`config.mk`:
```
export PLATFORM = sky130hd
export DESIGN_NAME = lvds_lane_serializer
export DESIGN_NICKNAME = d
export VERILOG_FILES = /design/src/rtl/lvds_map_pkg.sv /design/src/rtl/lvds_src_pack.sv /design/src/rtl/lvds_lane_select.sv /design/src/rtl/lvds_lane_gate.sv /design/src/rtl/lvds_lane_serializer.sv
export SDC_FILE = /design/constraint.sdc
export NUM_CORES = 1
export LEC_CHECK = 0
export ABC_AREA = 1
export BUFFER_PORTS_ARGS = -buffer_cell sky130_fd_sc_hd__clkbuf_2
export CAP_MARGIN = 15
export CELL_PAD_IN_SITES_DETAIL_PLACEMENT = 0
export CELL_PAD_IN_SITES_GLOBAL_PLACEMENT = 1
export CORE_ASPECT_RATIO = 0.5
export CORE_UTILIZATION = 41
export CTS_CLUSTER_DIAMETER = 120
export DETAILED_ROUTE_END_ITERATION = 10
export PLACE_DENSITY_LB_ADDON = 0.3
export SYNTH_ARGS = -nofsm -noshare
export SYNTH_HDL_FRONTEND = slang
export SYNTH_SLANG_ARGS = --single-unit
export TNS_END_PERCENT = 30
```
`constraint.sdc`:
```
create_clock -name clk -period 4.3 [get_ports clk]
set_input_delay 0.43 -clock clk [delete_from_list [all_inputs] [get_ports clk]]
set_output_delay 0.43 -clock clk [all_outputs]
set_load 0.02 [all_outputs]
```
`src/rtl/lvds_map_pkg.sv`:
```
package lvds_map_pkg;

    // Control fields captured once per symbol.
    typedef struct packed {
        logic       dual;
        logic       swap;
        logic       intf;
        logic       ser;
        logic [1:0] clk_en;
    } lane_ctrl_t;

    localparam int CHANNELS = 2;

endpackage

```
`src/rtl/lvds_src_pack.sv`:
```
// Gathers one pixel into the selectable source vector.
module lvds_src_pack #(
    parameter int COLOR_W = 8,
    parameter int SRC_N   = 3 * COLOR_W + 4
) (
    input  logic [COLOR_W-1:0] r_i,
    input  logic [COLOR_W-1:0] g_i,
    input  logic [COLOR_W-1:0] b_i,
    input  logic               hs_i,
    input  logic               vs_i,
    input  logic               de_i,
    output logic [SRC_N-1:0]   src_o
);
    // Top entry is a constant zero spare.
    assign src_o = {1'b0, de_i, vs_i, hs_i, b_i, g_i, r_i};
endmodule

```
`src/rtl/lvds_lane_select.sv`:
```
// One lane: every slot picks any source bit through its own selector.
module lvds_lane_select #(
    parameter int SRC_N = 28,
    parameter int SLOTS = 7,
    parameter int IDX_W = 5
) (
    input  logic [SRC_N-1:0]       src_i,
    input  logic [SLOTS*IDX_W-1:0] idx_i,
    output logic [SLOTS-1:0]       sym_o
);
    localparam int EXT_N = 1 << IDX_W;

    // Zero-extended so out-of-range selectors read 0 without a compare.
    logic [EXT_N-1:0] src_ext;
    assign src_ext = EXT_N'(src_i);

    for (genvar s = 0; s < SLOTS; s++) begin : g_slot
        assign sym_o[s] = src_ext[idx_i[s*IDX_W +: IDX_W]];
    end
endmodule

```
`src/rtl/lvds_lane_gate.sv`:
```
// Applies enables, channel mode and channel exchange to the current bits.
module lvds_lane_gate
    import lvds_map_pkg::*;
#(
    parameter int LANES = 4
) (
    input  lane_ctrl_t                  ctrl_i,
    input  logic [CHANNELS*LANES-1:0]   lane_en_i,
    input  logic [LANES-1:0]            bit_i,
    input  logic                        clk_bit_i,
    output logic [CHANNELS*LANES-1:0]   data_o,
    output logic [CHANNELS-1:0]         clk_o
);
    logic                      live;
    logic [CHANNELS-1:0]       ch_ok;
    logic [CHANNELS*LANES-1:0] log_data;
    logic [CHANNELS-1:0]       log_clk;

    assign live     = ctrl_i.intf & ctrl_i.ser;
    assign ch_ok[0] = live;
    assign ch_ok[1] = live & ctrl_i.dual;

    for (genvar c = 0; c < CHANNELS; c++) begin : g_log
        assign log_data[c*LANES +: LANES] =
            {LANES{ch_ok[c]}} & lane_en_i[c*LANES +: LANES] & bit_i;
        assign log_clk[c] = ch_ok[c] & ctrl_i.clk_en[c] & clk_bit_i;
    end

    for (genvar p = 0; p < CHANNELS; p++) begin : g_phys
        localparam int OTHER = CHANNELS - 1 - p;
        assign data_o[p*LANES +: LANES] = ctrl_i.swap ? log_data[OTHER*LANES +: LANES]
                                                      : log_data[p*LANES +: LANES];
        assign clk_o[p] = ctrl_i.swap ? log_clk[OTHER] : log_clk[p];
    end
endmodule

```
`src/rtl/lvds_lane_serializer.sv`:
```
module lvds_lane_serializer
    import lvds_map_pkg::*;
#(
    parameter int               COLOR_W = 8,
    parameter int               LANES   = 4,
    parameter int               SLOTS   = 7,
    parameter int               IDX_W   = 5,
    parameter logic [SLOTS-1:0] CLK_PAT = 7'b1100011
) (
    input  logic                          clk,
    input  logic                          rst_n,
    input  logic [COLOR_W-1:0]            pix_r,
    input  logic [COLOR_W-1:0]            pix_g,
    input  logic [COLOR_W-1:0]            pix_b,
    input  logic                          pix_hs,
    input  logic                          pix_vs,
    input  logic                          pix_de,
    input  logic [LANES*SLOTS*IDX_W-1:0]  map_cfg,
    input  logic [2*LANES-1:0]            lane_en,
    input  logic [1:0]                    clk_lane_en,
    input  logic                          dual_mode,
    input  logic                          ch_swap,
    input  logic                          intf_en,
    input  logic                          ser_en,
    output logic [2*LANES-1:0]            data_out,
    output logic [1:0]                    clk_out
);
    localparam int SRC_N  = 3 * COLOR_W + 4;
    localparam int LANE_W = SLOTS * IDX_W;
    localparam int PH_W   = $clog2(SLOTS);
    localparam int SYM_W  = LANES * SLOTS;
    localparam logic [PH_W-1:0] LAST = PH_W'(SLOTS - 1);

    typedef struct packed {
        logic [PH_W-1:0]           ph;
        lane_ctrl_t                ctrl;
        logic [CHANNELS*LANES-1:0] lane_en;
        logic [SYM_W-1:0]          sym;
    } state_t;

    state_t state_d, state_q;

    logic [SRC_N-1:0] src_vec;
    logic [SYM_W-1:0] sel_sym;
    logic             boundary;
    logic [PH_W-1:0]  slot_sel;
    logic [LANES-1:0] cur_bit;
    logic             cur_clk;

    lvds_src_pack #(.COLOR_W(COLOR_W), .SRC_N(SRC_N)) u_pack (
        .r_i  (pix_r),
        .g_i  (pix_g),
        .b_i  (pix_b),
        .hs_i (pix_hs),
        .vs_i (pix_vs),
        .de_i (pix_de),
        .src_o(src_vec)
    );

    for (genvar l = 0; l < LANES; l++) begin : g_lane
        lvds_lane_select #(.SRC_N(SRC_N), .SLOTS(SLOTS), .IDX_W(IDX_W)) u_sel (
            .src_i(src_vec),
            .idx_i(map_cfg[l*LANE_W +: LANE_W]),
            .sym_o(sel_sym[l*SLOTS +: SLOTS])
        );
    end

    assign boundary = (state_q.ph == LAST);

    // Next-state: everything is captured at the boundary only.
    always_comb begin
        state_d = state_q;
        if (boundary) begin
            state_d.ph          = '0;
            state_d.ctrl.dual   = dual_mode;
            state_d.ctrl.swap   = ch_swap;
            state_d.ctrl.intf   = intf_en;
            state_d.ctrl.ser    = ser_en;
            state_d.ctrl.clk_en = clk_lane_en;
            state_d.lane_en     = lane_en;
            state_d.sym         = sel_sym;
        end else begin
            state_d.ph = state_q.ph + 1'b1;
        end
    end

    always_ff @(posedge clk or negedge rst_n) begin
        if (!rst_n) state_q <= '0;
        else        state_q <= state_d;
    end

    // Highest slot leaves first.
    assign slot_sel = LAST - state_q.ph;

    always_comb begin
        for (int l = 0; l < LANES; l++) begin
            cur_bit[l] = state_q.sym[l*SLOTS + int'(slot_sel)];
        end
        cur_clk = CLK_PAT[slot_sel];
    end

    lvds_lane_gate #(.LANES(LANES)) u_gate (
        .ctrl_i   (state_q.ctrl),
        .lane_en_i(state_q.lane_en),
        .bit_i    (cur_bit),
        .clk_bit_i(cur_clk),
        .data_o   (data_out),
        .clk_o    (clk_out)
    );

    // ---------------- assertions ----------------
    a_r4_phase_range: assert property (@(posedge clk) disable iff (!rst_n)
        state_q.ph <= LAST);

    a_r12_held_between_boundaries: assert property (@(posedge clk) disable iff (!rst_n)
        !boundary |=> ($stable(state_q.ctrl) && $stable(state_q.lane_en) && $stable(state_q.sym)));

    a_r11_idle_without_ser: assert property (@(posedge clk) disable iff (!rst_n)
        (boundary && !ser_en) |=> (data_out == '0 && clk_out == '0));

    a_r10_idle_without_intf: assert property (@(posedge clk) disable iff (!rst_n)
        (boundary && !intf_en) |=> (data_out == '0 && clk_out == '0));

    a_r7_single_second_quiet: assert property (@(posedge clk) disable iff (!rst_n)
        (boundary && !dual_mode && !ch_swap) |=>
            (data_out[2*LANES-1:LANES] == '0 && !clk_out[1]));

    // Edge phases below hold for the default clock pattern.
    a_r5_clk_rise_phase: assert property (@(posedge clk) disable iff (!rst_n)
        $rose(clk_out[0]) |-> (state_q.ph == '0 || state_q.ph == PH_W'(5)));

    a_r5_clk_fall_phase: assert property (@(posedge clk) disable iff (!rst_n)
        $fell(clk_out[0]) |-> (state_q.ph == '0 || state_q.ph == PH_W'(2)));
endmodule

```
# --- Yosys cells after proc, flatten, opt, wreduce, memory -nomap -nowiden ---
# Memories as Yosys holds them, arrays and structs flattened.
# Cells that the tools add are included.
# W data, S select, Z words.
op_classes:
  addsub: 5
  magnitude_cmp: 33
  eq_ne: 1
  n_mux: 73
  bitwise: 10
ops:
  columns: ["cell", "count"]
  rows:
  - ["$lt A5 B6 Y1 const B", 29]
  - ["$bmux W1 S5", 31]
  - ["$mux W1", 38]
  - ["$and A4 B4 Y4", 4]
  - ["$mux W4", 2]
  - ["$add A5 B3 Y6 const A", 1]
  - ["$and A1 B1 Y1", 6]
  - ["$lt A3 B6 Y1 const B", 1]
  - ["$lt A4 B6 Y1 const B", 1]
  - ["$lt A6 B6 Y1 const B", 1]
  - ["$add A4 B3 Y5 const A", 1]
  - ["$add A3 B3 Y4 const A", 1]
  - ["$lt A3 B4 Y1 const B", 1]
  - ["$add A3 B1 Y3 const B", 1]
  - ["$bmux W1 S3", 1]
  - ["$eq A3 B3 Y1 const B", 1]
  - ["$mux W3", 1]
  - ["$sub A3 B3 Y3 const A", 1]
word_totals:
  ff_bits: 45
  romBits: 8
  in_bits: 183
  out_inout_bits: 10
  memories: 1
mem_list:
  columns: ["memory", "words", "width", "rd", "rd_clocked_by_memory_dff", "wr", "line", "rtl"]
  rows:
  - ["(no name shown)", 8, 1, 1, 0, 0, "lvds_lane_serializer.sv:99", "cur_clk = CLK_PAT[slot_sel];"]

# --- Depth between registers and ports, before layout ---
depth:
  depth_word: 7
  mapped_depth: 14
  depth_no_buf: 12

# --- Cells and area by module ---
# Synthesis repeated with hierarchy kept, for this count alone.
hier_totals:
  cells_unflattened: 2416
  area_unflattened_um2: 11390.9
by_module_without_submodules:
  columns: ["mod", "instances", "cells_each", "area_each_um2", "seq_area_each_um2"]
  rows:
  - ["lvds_lane_select", 4, 507, 2174.6, 0.0]
  - ["lvds_lane_serializer", 1, 304, 2234.6, 1126.1]
  - ["lvds_lane_gate", 1, 55, 244.0, 0.0]
  - ["lvds_src_pack", 1, 29, 214.0, 0.0]

# --- Least setup slack after synthesis ---
# No wires, ideal clock.
synth_path:
  path_kind: "register -> output"
  from: "register state_q[43] (netlist bit)"
  to: "output clk_out[0]"
  arrival_ns: 1.657
  required_time_ns: 3.870
  setup_slack_ns: 2.213
  path_stages_with_launch: 9
  path_buffers: 1
  cell_sequence: "dfrtp_1 > inv_1 > ha_1 > buf_2 > inv_2 > nand2_1 > o21ai_2 > nand3_1 > o21ai_0"
synth_between:
  elab_chain_cells: 5
  word_cells_on_any_way: 6
synth_rtl:
  columns: ["item", "line", "rtl"]
  rows:
  - ["from (decl)", "lvds_lane_serializer.sv:41", "state_t state_d, state_q;"]
  - ["from (signal assigned)", "lvds_lane_serializer.sv:89", "else state_q <= state_d;"]
  - ["$sub A3 B3 Y3 *", "lvds_lane_serializer.sv:93", "assign slot_sel = LAST - state_q.ph;"]
  - ["$mem_v2 Z8 W1 *", null, null]
  - ["$mux W1 (implied by the code) *", "lvds_lane_serializer.sv:99", null]
  - ["$and A1 B1 Y1", "lvds_lane_gate.sv:26", "assign log_clk[c] = ch_ok[c] & ctrl_i.clk_en[c] & clk_bit_i;"]
  - ["$mux W1 *", "lvds_lane_gate.sv:33", "assign clk_o[p] = ctrl_i.swap ? log_clk[OTHER] : log_clk[p];"]
  - ["to (decl)", "lvds_lane_serializer.sv:26", "output logic [1:0] clk_out"]
# Mark *: on every way between the ends. The rest lies on a longest branch, timed or not. The select of a mux whose other input is x is not followed.

# --- Final worst setup path ---
layout_path:
  from: "register state_q[42] (netlist bit)"
  to: "output data_out[2]"
layout_between:
  elab_chain_cells: 7
  word_cells_on_any_way: 8
layout_rtl:
  columns: ["item", "line", "rtl"]
  rows:
  - ["$sub A3 B3 Y3 *", "lvds_lane_serializer.sv:93", null]
  - ["$add A4 B3 Y5 *", "lvds_lane_serializer.sv:97", "cur_bit[l] = state_q.sym[l*SLOTS + int'(slot_sel)];"]
  - ["$bmux W1 S5 *", "lvds_lane_serializer.sv:97", null]
  - ["$mux W1 (implied by the code) * (2 in series)", "lvds_lane_serializer.sv:97", null]
  - ["$and A4 B4 Y4", "lvds_lane_gate.sv:25", "{LANES{ch_ok[c]}} & lane_en_i[c*LANES +: LANES] & bit_i;"]
  - ["$mux W4 *", "lvds_lane_gate.sv:31", "assign data_o[p*LANES +: LANES] = ctrl_i.swap ? log_data[OTHER*LANES +: LANES]"]
  - ["to (decl)", "lvds_lane_serializer.sv:25", "output logic [2*LANES-1:0] data_out,"]
# Marks and branches as above.

==> metrics.txt <==
Setup Buffers After CTS 0; cts bufs inserted 5; wire per inst 17.9 um; skew final 0.00596 ns; Yosys cell types 28; Syn Area/Cell 4.85 um^2; number of DRC markers in iteration 0 2246; Commonest cells post-synth 1002 x nand2_1, 576 x nand3_1, 196 x inv_1; IO Count 193; Pre-antenna DRT Iters 6; RSZ-0062 raised after global routing false; kind of critical path flop to output port; total power 1.98 mW; Max Cap Viol 0; part of the Yosys area used for sequential elements 0.103; Most common cell on crit path nand2_1; Clock Tree Root clkbuf_16; Post-synth EDFFs 0; GR Overflow Total 0; Async SR Flop Fraction 1.00; final WL 47400 um; Psw 0.970 mW; Top reg by flops state_q; peak supply drop 0.000112 V; crit path max fanout 28; multi-input logic area 0.00789 mm^2; Die H 117 um; Die ar. 0.0273 mm^2; Int Pwr 1.02 mW; H-tree depth 2; CTS tree yes; post-CTS sizing 0; Logic pwr share 0.549; via/cell ratio 5.59; initial antenna violation count 0; synthesized flop and latch total 45; DR vias 14800; status complete, no violations; Pwr per Cell Area 172 mW/mm^2; CTS Sinks 45; share of layout cells above drive strength 1 0.117; final-layout fill cell count 3042; sequential share of power 0.251; post-route ant nets 0; top-area cell type share of the netlist area 0.344; Worst EP arrival 2.69 ns; Port Buffer Count 192; Total Nets Final 2492; ys flop type dfrtp_1; Slew Limit Fails 0; placed inst area 0.0114 mm^2; Post-Syn Area 0.0109 mm^2; HPWL after detailed placement 29300 um; Slew @ Worst Pin 1.22 ns; Cell Count Post-Placement 2642; slowest cell delay on critical path 0.91 ns; HP Class primary input to async pin; largest net degree at the start of global routing 46; Synth area leaders nand2_1 34%, nand3_1 26%, dfrtp_1 10%; Critical Path RT 3.87 ns; YS warnings 0; DIE WIDTH 233 um; post-synth top area cell nand2_1; Hold WS 0.210 ns; Ant. Diodes 0; hold buffer count at CTS 0; Longest Clk Path Bufs 2; GP Congestion 0.949; Initial Util 0.425; Synth-to-Final Area Change 5.69%; # rows 41; top-count cell post-synth nand2_1; Worst Setup End Kind output port; Skew-Pair Late Insertion Delay 0.30 ns; Highest Clock Rate 320 MHz; setup TNS 0 ns; vias in the first global route 13100; Final min period 3.12 ns; Clock power frac 0.199; Post-Synthesis Cells 2253; Post-Syn Nets 2440; drt drc 0; CORE AREA 0.0257 mm^2; Worst path slowest cell dfrtp_1; Clock transition at path regs 0.07 ns; Final setup viols 0; Hold Vio Cnt, Final 0; Largest register FFs 45; biggest regs state_q x45; Reg area 0.00113 mm^2; Non-Filler Instances 2650; Startpoint Class flop; GRT Overall Usage 0.337; post-route cell area 0.0115 mm^2; Tcrit/Tclk final 0.726; Slew HR 0.184; Sw Share 0.489; first-pass GRT wire length 72800 um; Critical Path, Cell by Cell ha_1 -> inv_2 -> o21ai_0 -> o22ai_1 -> nand2_1 -> nand2_1 -> nand3_1 -> nand2_1 -> clkbuf_2; leak pwr 6.67 nW
## layer usage
| metal | track usage | up-vias | wire, um |
|---|---|---|---|
| li1 | - | 7263 | - |
| met1 | 0.493 | 6610 | 20900 |
| met2 | 0.504 | 844 | 19700 |
| met3 | 0.0528 | 108 | 5640 |
| met4 | 0.0952 | 0 | 1150 |
| met5 | 0 | - | 0 |
## metrics by stage
step                       util  setup WS (ns)
after detailed placement  0.444           1.53
after floorplan               -           2.21
final                     0.449           1.18
after global routing      0.449          0.963
after global placement    0.444           1.58
after CTS                 0.449           1.20
## cell type report
type	instances	area share
inverters	253	0.0827
repair buffers	197	0.0865
well taps	344	0.0373
flip-flops and latches	45	0.0975
multi-input cells	1803	0.683
clock buffers	5	0.0108
clock inverters	3	0.00184
## worst max-delay path, delay by kind of cell, from the launching register on
kind	cells	cell delay (ns)
DFF	1	0.91
buffers and inverters	2	0.33
adders and majority gates	1	0.47
AOI/OAI and AO/OA	2	0.29
and+or+nand+nor	4	0.38
## cell families (layout without fill, tap and decap cells)
family                   after synthesis  in the layout  synth area share
AO/OA/AOI/OAI                        129            129            0.0713
buffers and inverters                405            458             0.175
adder cells (fa/ha/maj)                4              4           0.00458
flip-flops                            45             45             0.103
AND/OR/NAND/NOR                     1670           1670             0.646
## power by group through the flow
| stage | Clock, mW | Sequential [mW] | Combinational (mW) |
|---|---|---|---|
| floorplan | 0 | 0.486 | 0.733 |
| global placement | 0 | 0.504 | 1.06 |
| detailed placement | 0 | 0.504 | 1.05 |
| CTS | 0.401 | 0.496 | 1.06 |
| global route | 0.420 | 0.501 | 1.20 |
| finish | 0.396 | 0.499 | 1.09 |
## worst paths after layout
| kind | start | endpoint | slack (ns) | depth (start not counted) |
|---|---|---|---|---|
| min reg2reg | state_q[39]$_DFFE_PN0P_ | state_q[39]$_DFFE_PN0P_ | 0.48 | 2 |
| min in group clk | clk_lane_en[1] | state_q[37]$_DFFE_PN0P_ | 0.34 | 3 |
| min | rst_n | state_q[34]$_DFFE_PN0P_ | 0.21 | 2 |
| max | state_q[42]$_DFF_PN0_ | data_out[2] | 1.18 | 9 |
| max in group asynchronous | rst_n | state_q[18]$_DFFE_PN0P_ | 3.68 | 2 |
| max reg2reg | state_q[42]$_DFF_PN0_ | state_q[34]$_DFFE_PN0P_ | 1.50 | 7 |
## placed cells by master (no fill, tap or decap), types with 2 or more instances in the layout
cell type	count
inv_6	2
inv_2	56
buf_4	5
nand2_1	1002
a21boi_0	3
a21oi_2	2
o21ai_0	44
ha_1	4
nand3b_1	2
nand3_1	576
nand2_2	3
a21boi_1	16
nand4_1	17
o22ai_1	2
dfrtp_1	45
nor2_1	67
o21ai_1	6
a21oi_1	26
clkbuf_2	192
o211ai_1	29
inv_1	196
clkbuf_16	5
No activity file was read; power rests on OpenSTA's default activity.
